==> src/rtl/rxr_pkg.sv <==
package rxr_pkg;

    // Completion word bit positions (software decodes these)
    localparam int STS_OWN   = 31;
    localparam int STS_MORE  = 30;
    localparam int STS_OK    = 27;
    localparam int STS_LONG  = 22;
    localparam int STS_LEN_W = 12;
    localparam int BYTE_W    = 8;

    // Word offsets inside one descriptor
    localparam int OFS_LINK = 0;
    localparam int OFS_STS  = 1;
    localparam int OFS_PTR  = 2;

    typedef enum logic [2:0] {
        ST_IDLE,
        ST_ISSUE_STS,
        ST_TAKE_STS,
        ST_TAKE_PTR,
        ST_TAKE_LNK,
        ST_READY,
        ST_WBACK
    } eng_state_t;

    typedef struct packed {
        logic start;
        logic stop;
        logic clear;
    } rx_cmd_t;

    typedef struct packed {
        logic [STS_LEN_W-1:0] len;
        logic                 overflow;
        logic                 bad;
    } rx_result_t;

    function automatic logic [31:0] pack_status(input rx_result_t r);
        logic [31:0] w;
        w                  = '0;
        w[STS_OWN]         = 1'b1;
        w[STS_MORE]        = 1'b0;
        w[STS_OK]          = !r.overflow && !r.bad;
        w[STS_LONG]        = r.overflow;
        w[STS_LEN_W-1:0]   = r.len;
        return w;
    endfunction

endpackage

==> src/rtl/rxr_cmd_arbiter.sv <==
module rxr_cmd_arbiter
    import rxr_pkg::*;
(
    input  logic    en_strobe,
    input  logic    dis_strobe,
    input  logic    clr_strobe,
    output rx_cmd_t cmd
);
    // Clear dominates everything; stop dominates start.
    always_comb begin
        cmd.clear = clr_strobe;
        cmd.stop  = dis_strobe && !clr_strobe;
        cmd.start = en_strobe && !dis_strobe && !clr_strobe;
    end
endmodule

==> src/rtl/rxr_byte_path.sv <==
module rxr_byte_path
    import rxr_pkg::*;
#(
    parameter int ADDR_W = 32
) (
    input  logic                 clk,
    input  logic                 rst,
    input  logic                 clear,
    input  logic                 take,
    input  logic [BYTE_W-1:0]    byte_in,
    input  logic [ADDR_W-1:0]    buf_base,
    input  logic [STS_LEN_W-1:0] buf_size,
    output logic                 wr_en,
    output logic [ADDR_W-1:0]    wr_addr,
    output logic [BYTE_W-1:0]    wr_data,
    output logic [STS_LEN_W-1:0] stored_len,
    output logic                 overflow
);
    logic room;

    always_comb room = stored_len < buf_size;

    always_ff @(posedge clk) begin
        if (rst || clear) begin
            wr_en      <= 1'b0;
            wr_addr    <= '0;
            wr_data    <= '0;
            stored_len <= '0;
            overflow   <= 1'b0;
        end else begin
            wr_en <= 1'b0;
            if (take) begin
                if (room) begin
                    wr_en      <= 1'b1;
                    wr_addr    <= buf_base + ADDR_W'(stored_len);
                    wr_data    <= byte_in;
                    stored_len <= stored_len + 1'b1;
                end else begin
                    overflow   <= 1'b1;
                end
            end
        end
    end
endmodule

==> src/rtl/rxr_status_pack.sv <==
module rxr_status_pack
    import rxr_pkg::*;
(
    input  logic [STS_LEN_W-1:0] stored_len,
    input  logic                 overflow,
    input  logic                 bad,
    output logic [31:0]          status_word
);
    rx_result_t res;

    always_comb begin
        res.len      = stored_len;
        res.overflow = overflow;
        res.bad      = bad;
        status_word  = pack_status(res);
    end
endmodule

==> src/rtl/rx_ring_writer.sv <==
module rx_ring_writer
    import rxr_pkg::*;
#(
    parameter int ADDR_W = 32
) (
    input  logic                 clk,
    input  logic                 rst,
    input  logic [ADDR_W-1:0]    ring_base,
    input  logic                 rx_en_cmd,
    input  logic                 rx_dis_cmd,
    input  logic                 rx_clr_cmd,
    input  logic                 in_valid,
    input  logic [BYTE_W-1:0]    in_data,
    input  logic                 in_last,
    input  logic                 in_err,
    output logic                 desc_rd_en,
    output logic                 desc_wr_en,
    output logic [ADDR_W-1:0]    desc_addr,
    input  logic [31:0]          desc_rd_data,
    output logic [31:0]          desc_wr_data,
    output logic                 mem_wr_en,
    output logic [ADDR_W-1:0]    mem_wr_addr,
    output logic [BYTE_W-1:0]    mem_wr_data
);
    localparam logic [ADDR_W-1:0] OFF_LINK = ADDR_W'(OFS_LINK);
    localparam logic [ADDR_W-1:0] OFF_STS  = ADDR_W'(OFS_STS);
    localparam logic [ADDR_W-1:0] OFF_PTR  = ADDR_W'(OFS_PTR);

    eng_state_t           state_q;
    logic [ADDR_W-1:0]    cur_q;
    logic [ADDR_W-1:0]    link_q;
    logic [ADDR_W-1:0]    buf_q;
    logic [STS_LEN_W-1:0] size_q;
    logic                 stop_pend_q;
    logic                 in_frame_q;
    logic                 dropping_q;
    logic                 bad_q;

    rx_cmd_t              cmd;
    logic                 clear_now;
    logic                 take;
    logic                 path_clear;
    logic [STS_LEN_W-1:0] stored_len;
    logic                 overflow;
    logic [31:0]          status_word;

    rxr_cmd_arbiter u_cmd (
        .en_strobe (rx_en_cmd),
        .dis_strobe(rx_dis_cmd),
        .clr_strobe(rx_clr_cmd),
        .cmd       (cmd)
    );

    always_comb clear_now = cmd.clear;

    // A byte is accepted only in the ready state, outside a discarded frame,
    // and not when a stop is pending before a frame has begun.
    always_comb take = in_valid && (state_q == ST_READY) && !dropping_q
                       && (in_frame_q || !stop_pend_q);

    always_comb path_clear = (state_q == ST_WBACK) || cmd.clear;

    rxr_byte_path #(.ADDR_W(ADDR_W)) u_path (
        .clk       (clk),
        .rst       (rst),
        .clear     (path_clear),
        .take      (take),
        .byte_in   (in_data),
        .buf_base  (buf_q),
        .buf_size  (size_q),
        .wr_en     (mem_wr_en),
        .wr_addr   (mem_wr_addr),
        .wr_data   (mem_wr_data),
        .stored_len(stored_len),
        .overflow  (overflow)
    );

    rxr_status_pack u_pack (
        .stored_len (stored_len),
        .overflow   (overflow),
        .bad        (bad_q),
        .status_word(status_word)
    );

    // Descriptor port requests
    always_comb begin
        desc_rd_en   = 1'b0;
        desc_wr_en   = 1'b0;
        desc_addr    = cur_q + OFF_STS;
        desc_wr_data = status_word;
        unique case (state_q)
            ST_ISSUE_STS: begin
                desc_rd_en = 1'b1;
                desc_addr  = cur_q + OFF_STS;
            end
            ST_TAKE_STS: begin
                if (!desc_rd_data[STS_OWN]) begin
                    desc_rd_en = 1'b1;
                    desc_addr  = cur_q + OFF_PTR;
                end
            end
            ST_TAKE_PTR: begin
                desc_rd_en = 1'b1;
                desc_addr  = cur_q + OFF_LINK;
            end
            ST_WBACK: begin
                desc_wr_en = 1'b1;
                desc_addr  = cur_q + OFF_STS;
            end
            default: ;
        endcase
    end

    // Engine sequence
    always_ff @(posedge clk) begin
        if (rst) begin
            state_q     <= ST_IDLE;
            cur_q       <= ring_base;
            link_q      <= '0;
            buf_q       <= '0;
            size_q      <= '0;
            stop_pend_q <= 1'b0;
            in_frame_q  <= 1'b0;
            dropping_q  <= 1'b0;
            bad_q       <= 1'b0;
        end else if (cmd.clear) begin
            state_q     <= ST_IDLE;
            cur_q       <= ring_base;
            stop_pend_q <= 1'b0;
            in_frame_q  <= 1'b0;
            bad_q       <= 1'b0;
            dropping_q  <= (in_frame_q || dropping_q || in_valid) && !(in_valid && in_last);
        end else begin
            if (cmd.stop) begin
                stop_pend_q <= 1'b1;
            end else if (cmd.start) begin
                stop_pend_q <= 1'b0;
            end

            if (in_valid && !take) begin
                dropping_q <= !in_last;
            end

            unique case (state_q)
                ST_IDLE: begin
                    if (cmd.start) begin
                        state_q <= ST_ISSUE_STS;
                    end
                end
                ST_ISSUE_STS: begin
                    state_q <= ST_TAKE_STS;
                end
                ST_TAKE_STS: begin
                    if (desc_rd_data[STS_OWN]) begin
                        state_q <= ST_IDLE;
                    end else begin
                        size_q  <= desc_rd_data[STS_LEN_W-1:0];
                        state_q <= ST_TAKE_PTR;
                    end
                end
                ST_TAKE_PTR: begin
                    buf_q   <= desc_rd_data[ADDR_W-1:0];
                    state_q <= ST_TAKE_LNK;
                end
                ST_TAKE_LNK: begin
                    link_q  <= desc_rd_data[ADDR_W-1:0];
                    state_q <= (stop_pend_q || cmd.stop) ? ST_IDLE : ST_READY;
                end
                ST_READY: begin
                    if (take) begin
                        in_frame_q <= 1'b1;
                        if (in_last) begin
                            bad_q   <= in_err;
                            state_q <= ST_WBACK;
                        end
                    end else if (stop_pend_q && !in_frame_q) begin
                        state_q <= ST_IDLE;
                    end
                end
                ST_WBACK: begin
                    cur_q      <= link_q;
                    in_frame_q <= 1'b0;
                    bad_q      <= 1'b0;
                    state_q    <= (stop_pend_q || cmd.stop) ? ST_IDLE : ST_ISSUE_STS;
                end
                default: state_q <= ST_IDLE;
            endcase
        end
    end

endmodule

==> config.mk <==
export PLATFORM = sky130hd
export DESIGN_NAME = rx_ring_writer
export DESIGN_NICKNAME = d
export VERILOG_FILES = /design/src/rtl/rxr_pkg.sv /design/src/rtl/rxr_cmd_arbiter.sv /design/src/rtl/rxr_byte_path.sv /design/src/rtl/rxr_status_pack.sv /design/src/rtl/rx_ring_writer.sv
export SDC_FILE = /design/constraint.sdc
export NUM_CORES = 1
export LEC_CHECK = 0
export ABC_AREA = 1
export BUFFER_PORTS_ARGS = -buffer_cell sky130_fd_sc_hd__buf_2
export CAP_MARGIN = 20
export CORE_MARGIN = 3
export CORE_UTILIZATION = 50
export CTS_CLUSTER_DIAMETER = 40
export DETAILED_ROUTE_END_ITERATION = 6
export GPL_ROUTABILITY_DRIVEN = 0
export MAX_ROUTING_LAYER = met4
export PLACE_DENSITY_LB_ADDON = 0.25
export SLEW_MARGIN = 30
export SYNTH_ARGS = -nofsm -noshare
export SYNTH_HDL_FRONTEND = slang
export SYNTH_SLANG_ARGS = --single-unit
==> constraint.sdc <==
create_clock -name clk -period 3.97 [get_ports clk]
set_input_delay 0.5955 -clock clk [delete_from_list [all_inputs] [get_ports clk]]
set_output_delay 0.5955 -clock clk [all_outputs]
set_load 0.01 [all_outputs]
==> qor.log <==
INFO  route          route.antenna.remaining_nets=0
INFO  finish         fin_nets=1835
INFO  route          initialDrtViolationCount=849
INFO  worst_setup_path r2r_cells=8
INFO  sta            drv_slew=0
INFO  sta            report.final.hold_viol_count=0
INFO  pwr            leakagePower=5.49nW
INFO  clock_tree     htreeDepth=4
INFO  sta            worst_slew_pin_slew=0.941ns
INFO  yosys          synthCells=1586
INFO  global_routing grt_max_degree=70
INFO  clock_tree     post_cts.resized_instances=0
INFO  route          wirelength=29800um
INFO  global_routing grtUsageTotal=27.1%
INFO  worst_setup_path crit_path_start_kind=flop
INFO  yosys          synthArstFlopShare=0%
INFO  route          detail_route.vias_per_cell=5.30
INFO  yosys          yosys_most_used_dff=dfxtp_1
INFO  clock_tree     cts.hold.buffers_added=0
INFO  floorplan      die_area=22200um2
INFO  sta            final.setup_skew=0.0103ns
INFO  worst_setup_path crit_arrival=2.64ns
INFO  global_routing number_of_global_route_vias_before_repair=9790
INFO  finish         multi_input_area=5540um2
INFO  sta            final_min_period_over_clock_period=81.5%
INFO  status         violations_in_the_final_reports=design-rule violations
INFO  yosys          synth_most_common_cell=nand2_1
INFO  finish         n_antenna_cell=0
INFO  sta            clock.fmax=309MHz
INFO  sta            post-route-min-period=3.24ns
INFO  yosys          synth_edf_count=32
INFO  route          drc=1
INFO  clock_tree     clockRootBuffer=clkbuf_16
INFO  sta            setup-violations-final=0
INFO  finish         area.growth.synth_to_final=14.5%
INFO  sta            worst_slew_margin_rel=36.9%
INFO  clock_tree     cts_num_sinks=169
INFO  finish         final_design_utilization=59.3%
INFO  clock_tree     clock_tree_from_tritoncts=built
INFO  finish         finalInstanceArea=11700um2
INFO  floorplan      initial_core_util=51.8%
INFO  finish         final_layout_size_suffix_gt1_share=13.4%
INFO  floorplan      vertical_die_dimension=149um
INFO  yosys          synth_area=10200um2
INFO  worst_setup_path worstSetupPathType=reg -> out
INFO  place          dpl.hpwl=22400um
INFO  global_routing grt_antenna_before_repair=0
INFO  route          via_count=10600
INFO  sta            tns=0ns
INFO  yosys          netlist.top_cell.by_area=dfxtp_1
INFO  global_routing grt_pass1_wl=47500um
INFO  floorplan      die_width=149um
INFO  worst_setup_path critical_path_peak_fanout=17
INFO  pwr            p_total=3.71mW
INFO  clock_tree     clock_latency_on_the_worst_skew_pair=0.44ns
INFO  pwr            worst_ir_drop_vdd=0.264mV
INFO  pwr            p_per_area=317nW/um2
INFO  floorplan      std_cell_rows=51
INFO  yosys          yosys-top-cells-count=471 x nand2_1, 225 x nor2_1, 172 x inv_1
INFO  sta            rsz0062_at_grt=false
INFO  finish         fillers=1943
INFO  clock_tree     clk_path_buf_depth=2
INFO  yosys          synthesized_area_per_cell=6.46um2
INFO  yosys          yosysTopAreaCellShare=26.8%
INFO  worst_hold_path hold-path-cell-count=3
INFO  floorplan      placeableCoreArea=19800um2
INFO  clock_tree     cts_setup_buffers=0
INFO  floorplan      num_io_pins=187
INFO  clock_tree     numCtsBuffers=17
INFO  yosys          synth-seq-area-share=36.2%
INFO  yosys          synthesis.yosys.warnings=0
INFO  yosys          synth_area_leaders=dfxtp_1 27%, nand2_1 17%, edfxtp_1 9.4%, nor2_1 8.2%, inv_1 6.3%
INFO  run            cap_violations=0
INFO  yosys          flip_flop_and_latch_count_after_synthesis=169
INFO  worst_setup_path cp.required=3.37ns
INFO  global_routing grt-ovfl-total=0
INFO  finish         regArea=3700um2
INFO  worst_hold_path min-delay-path-class=in -> reg
INFO  place          port-buffer-count=168
INFO  route          firstDrtPassIters=7
INFO  place          placed_cell_area=11200um2
INFO  route          detail_route.wl_per_cell=14.8um
INFO  worst_setup_path worstSetupEndpointType=output port
INFO  clock_tree     clkTransAtPathRegs=0.07ns
INFO  status         status=finished with violations
INFO  yosys          netlist-cell-type-count=40
## registers in the layout (all words and copies together) (netlist names)
| register | cells |
|---|---|
| u_path.wr_data | 8 |
| u_path.wr_addr | 32 |
| link_q | 32 |
| u_path.stored_len | 12 |
| buf_q | 32 |
| u_path.overflow | 1 |
| state_q | 3 |
| stop_pend_q | 1 |
| bad_q | 1 |
| size_q | 12 |
| cur_q | 32 |
| in_frame_q | 1 |
| dropping_q | 1 |
| u_path.wr_en | 1 |
## power by group
| part | internal, mW | switching, mW | leakage (nW) |
|---|---|---|---|
| clock | 0.826 | 0.761 | 0.277 |
| combinational | 0.107 | 0.193 | 3.77 |
| sequential | 1.78 | 0.0445 | 1.44 |
## final cells by class
class / instances / share of cell area [%]
clock inverters: 15 / 1.14
repair buffers: 179 / 7.88
flip-flops and latches: 169 / 31.6
multi-input cells: 1183 / 47.2
inverters: 178 / 5.70
clock buffers: 17 / 3.63
well taps: 265 / 2.83
## worst max-delay path: stages (launching register included)
cell and delay, ns:
dfxtp_1 0.49, nor2_4 0.08, nand2_2 0.31, inv_2 0.25, nor2_2 0.15, buf_4 0.21, inv_1 0.17, o21ai_2 0.19
nand3_1 0.08, a21oi_1 0.12, buf_2 0.14
## cell usage in the layout, fill, tap and decap left out, types with 2 or more instances in the layout
master / netlist / routed
xnor2_1: 5 / 5
nand2_1: 471 / 470
nor2_4: 4 / 4
clkbuf_16: 0 / 17
a21oi_1: 106 / 106
buf_2: 20 / 168
nor3b_1: 4 / 4
inv_2: 4 / 4
edfxtp_1: 32 / 32
inv_8: 0 / 3
a31oi_1: 4 / 4
buf_4: 19 / 11
dfxtp_1: 137 / 137
nand4_1: 18 / 18
inv_6: 0 / 5
nand3_1: 108 / 107
inv_1: 172 / 172
o221ai_1: 4 / 4
nor2_1: 225 / 224
clkinv_1: 2 / 2
nand3b_1: 4 / 4
clkinv_2: 0 / 3
clkinv_4: 0 / 2
nand2_2: 1 / 2
ha_1: 26 / 26
xor2_1: 30 / 30
o21ai_0: 108 / 108
nor2_2: 4 / 5
nor3_1: 19 / 19
nand3_2: 3 / 4
conb_1: 2 / 18
or2_2: 2 / 2
o211ai_1: 10 / 10
and3_1: 2 / 2
## path summary, 6_finish.rpt
kind / start / end / slack (ns)
min: in_data[5] / u_path.wr_data[5] / 0.40
max: state_q[2] / desc_addr[8] / 0.73
min reg2reg: u_path.wr_data[5] / u_path.wr_data[5] / 0.46
max reg2reg: u_path.stored_len[11] / u_path.wr_addr[10] / 1.34
## layer usage
layer  track usage [%]  wire length, um  vias up
li1                  -                -     5328
met1              34.1            12700     4795
met2              44.3            13900      420
met3              4.38             2180       82
met4              10.1              913        0
met5                 -                0        -
## cell families (layout without fill, tap and decap cells)
family	Yosys count	after routing	synth area share, %
AOI/OAI and AO/OA	237	237	12.2
xor gates and xnor gates	35	35	2.99
adders and majority gates	27	27	3.37
buffers and inverters	250	389	10.4
DFF	169	169	36.2
muxes	1	1	0.110
other	2	18	0.0733
and+or+nand+nor	865	865	34.7
## metrics by stage
stage	hold slack (ns)	setup slack (ns)	instances
floorplan	0.433	1.80	1602
global placement	0.449	1.29	1974
detailed placement	0.453	1.24	1974
CTS	0.390	0.772	2006
global route	0.414	0.527	2006
finish	0.399	0.733	2006
Note: power is estimated with default switching activity, not from simulation.
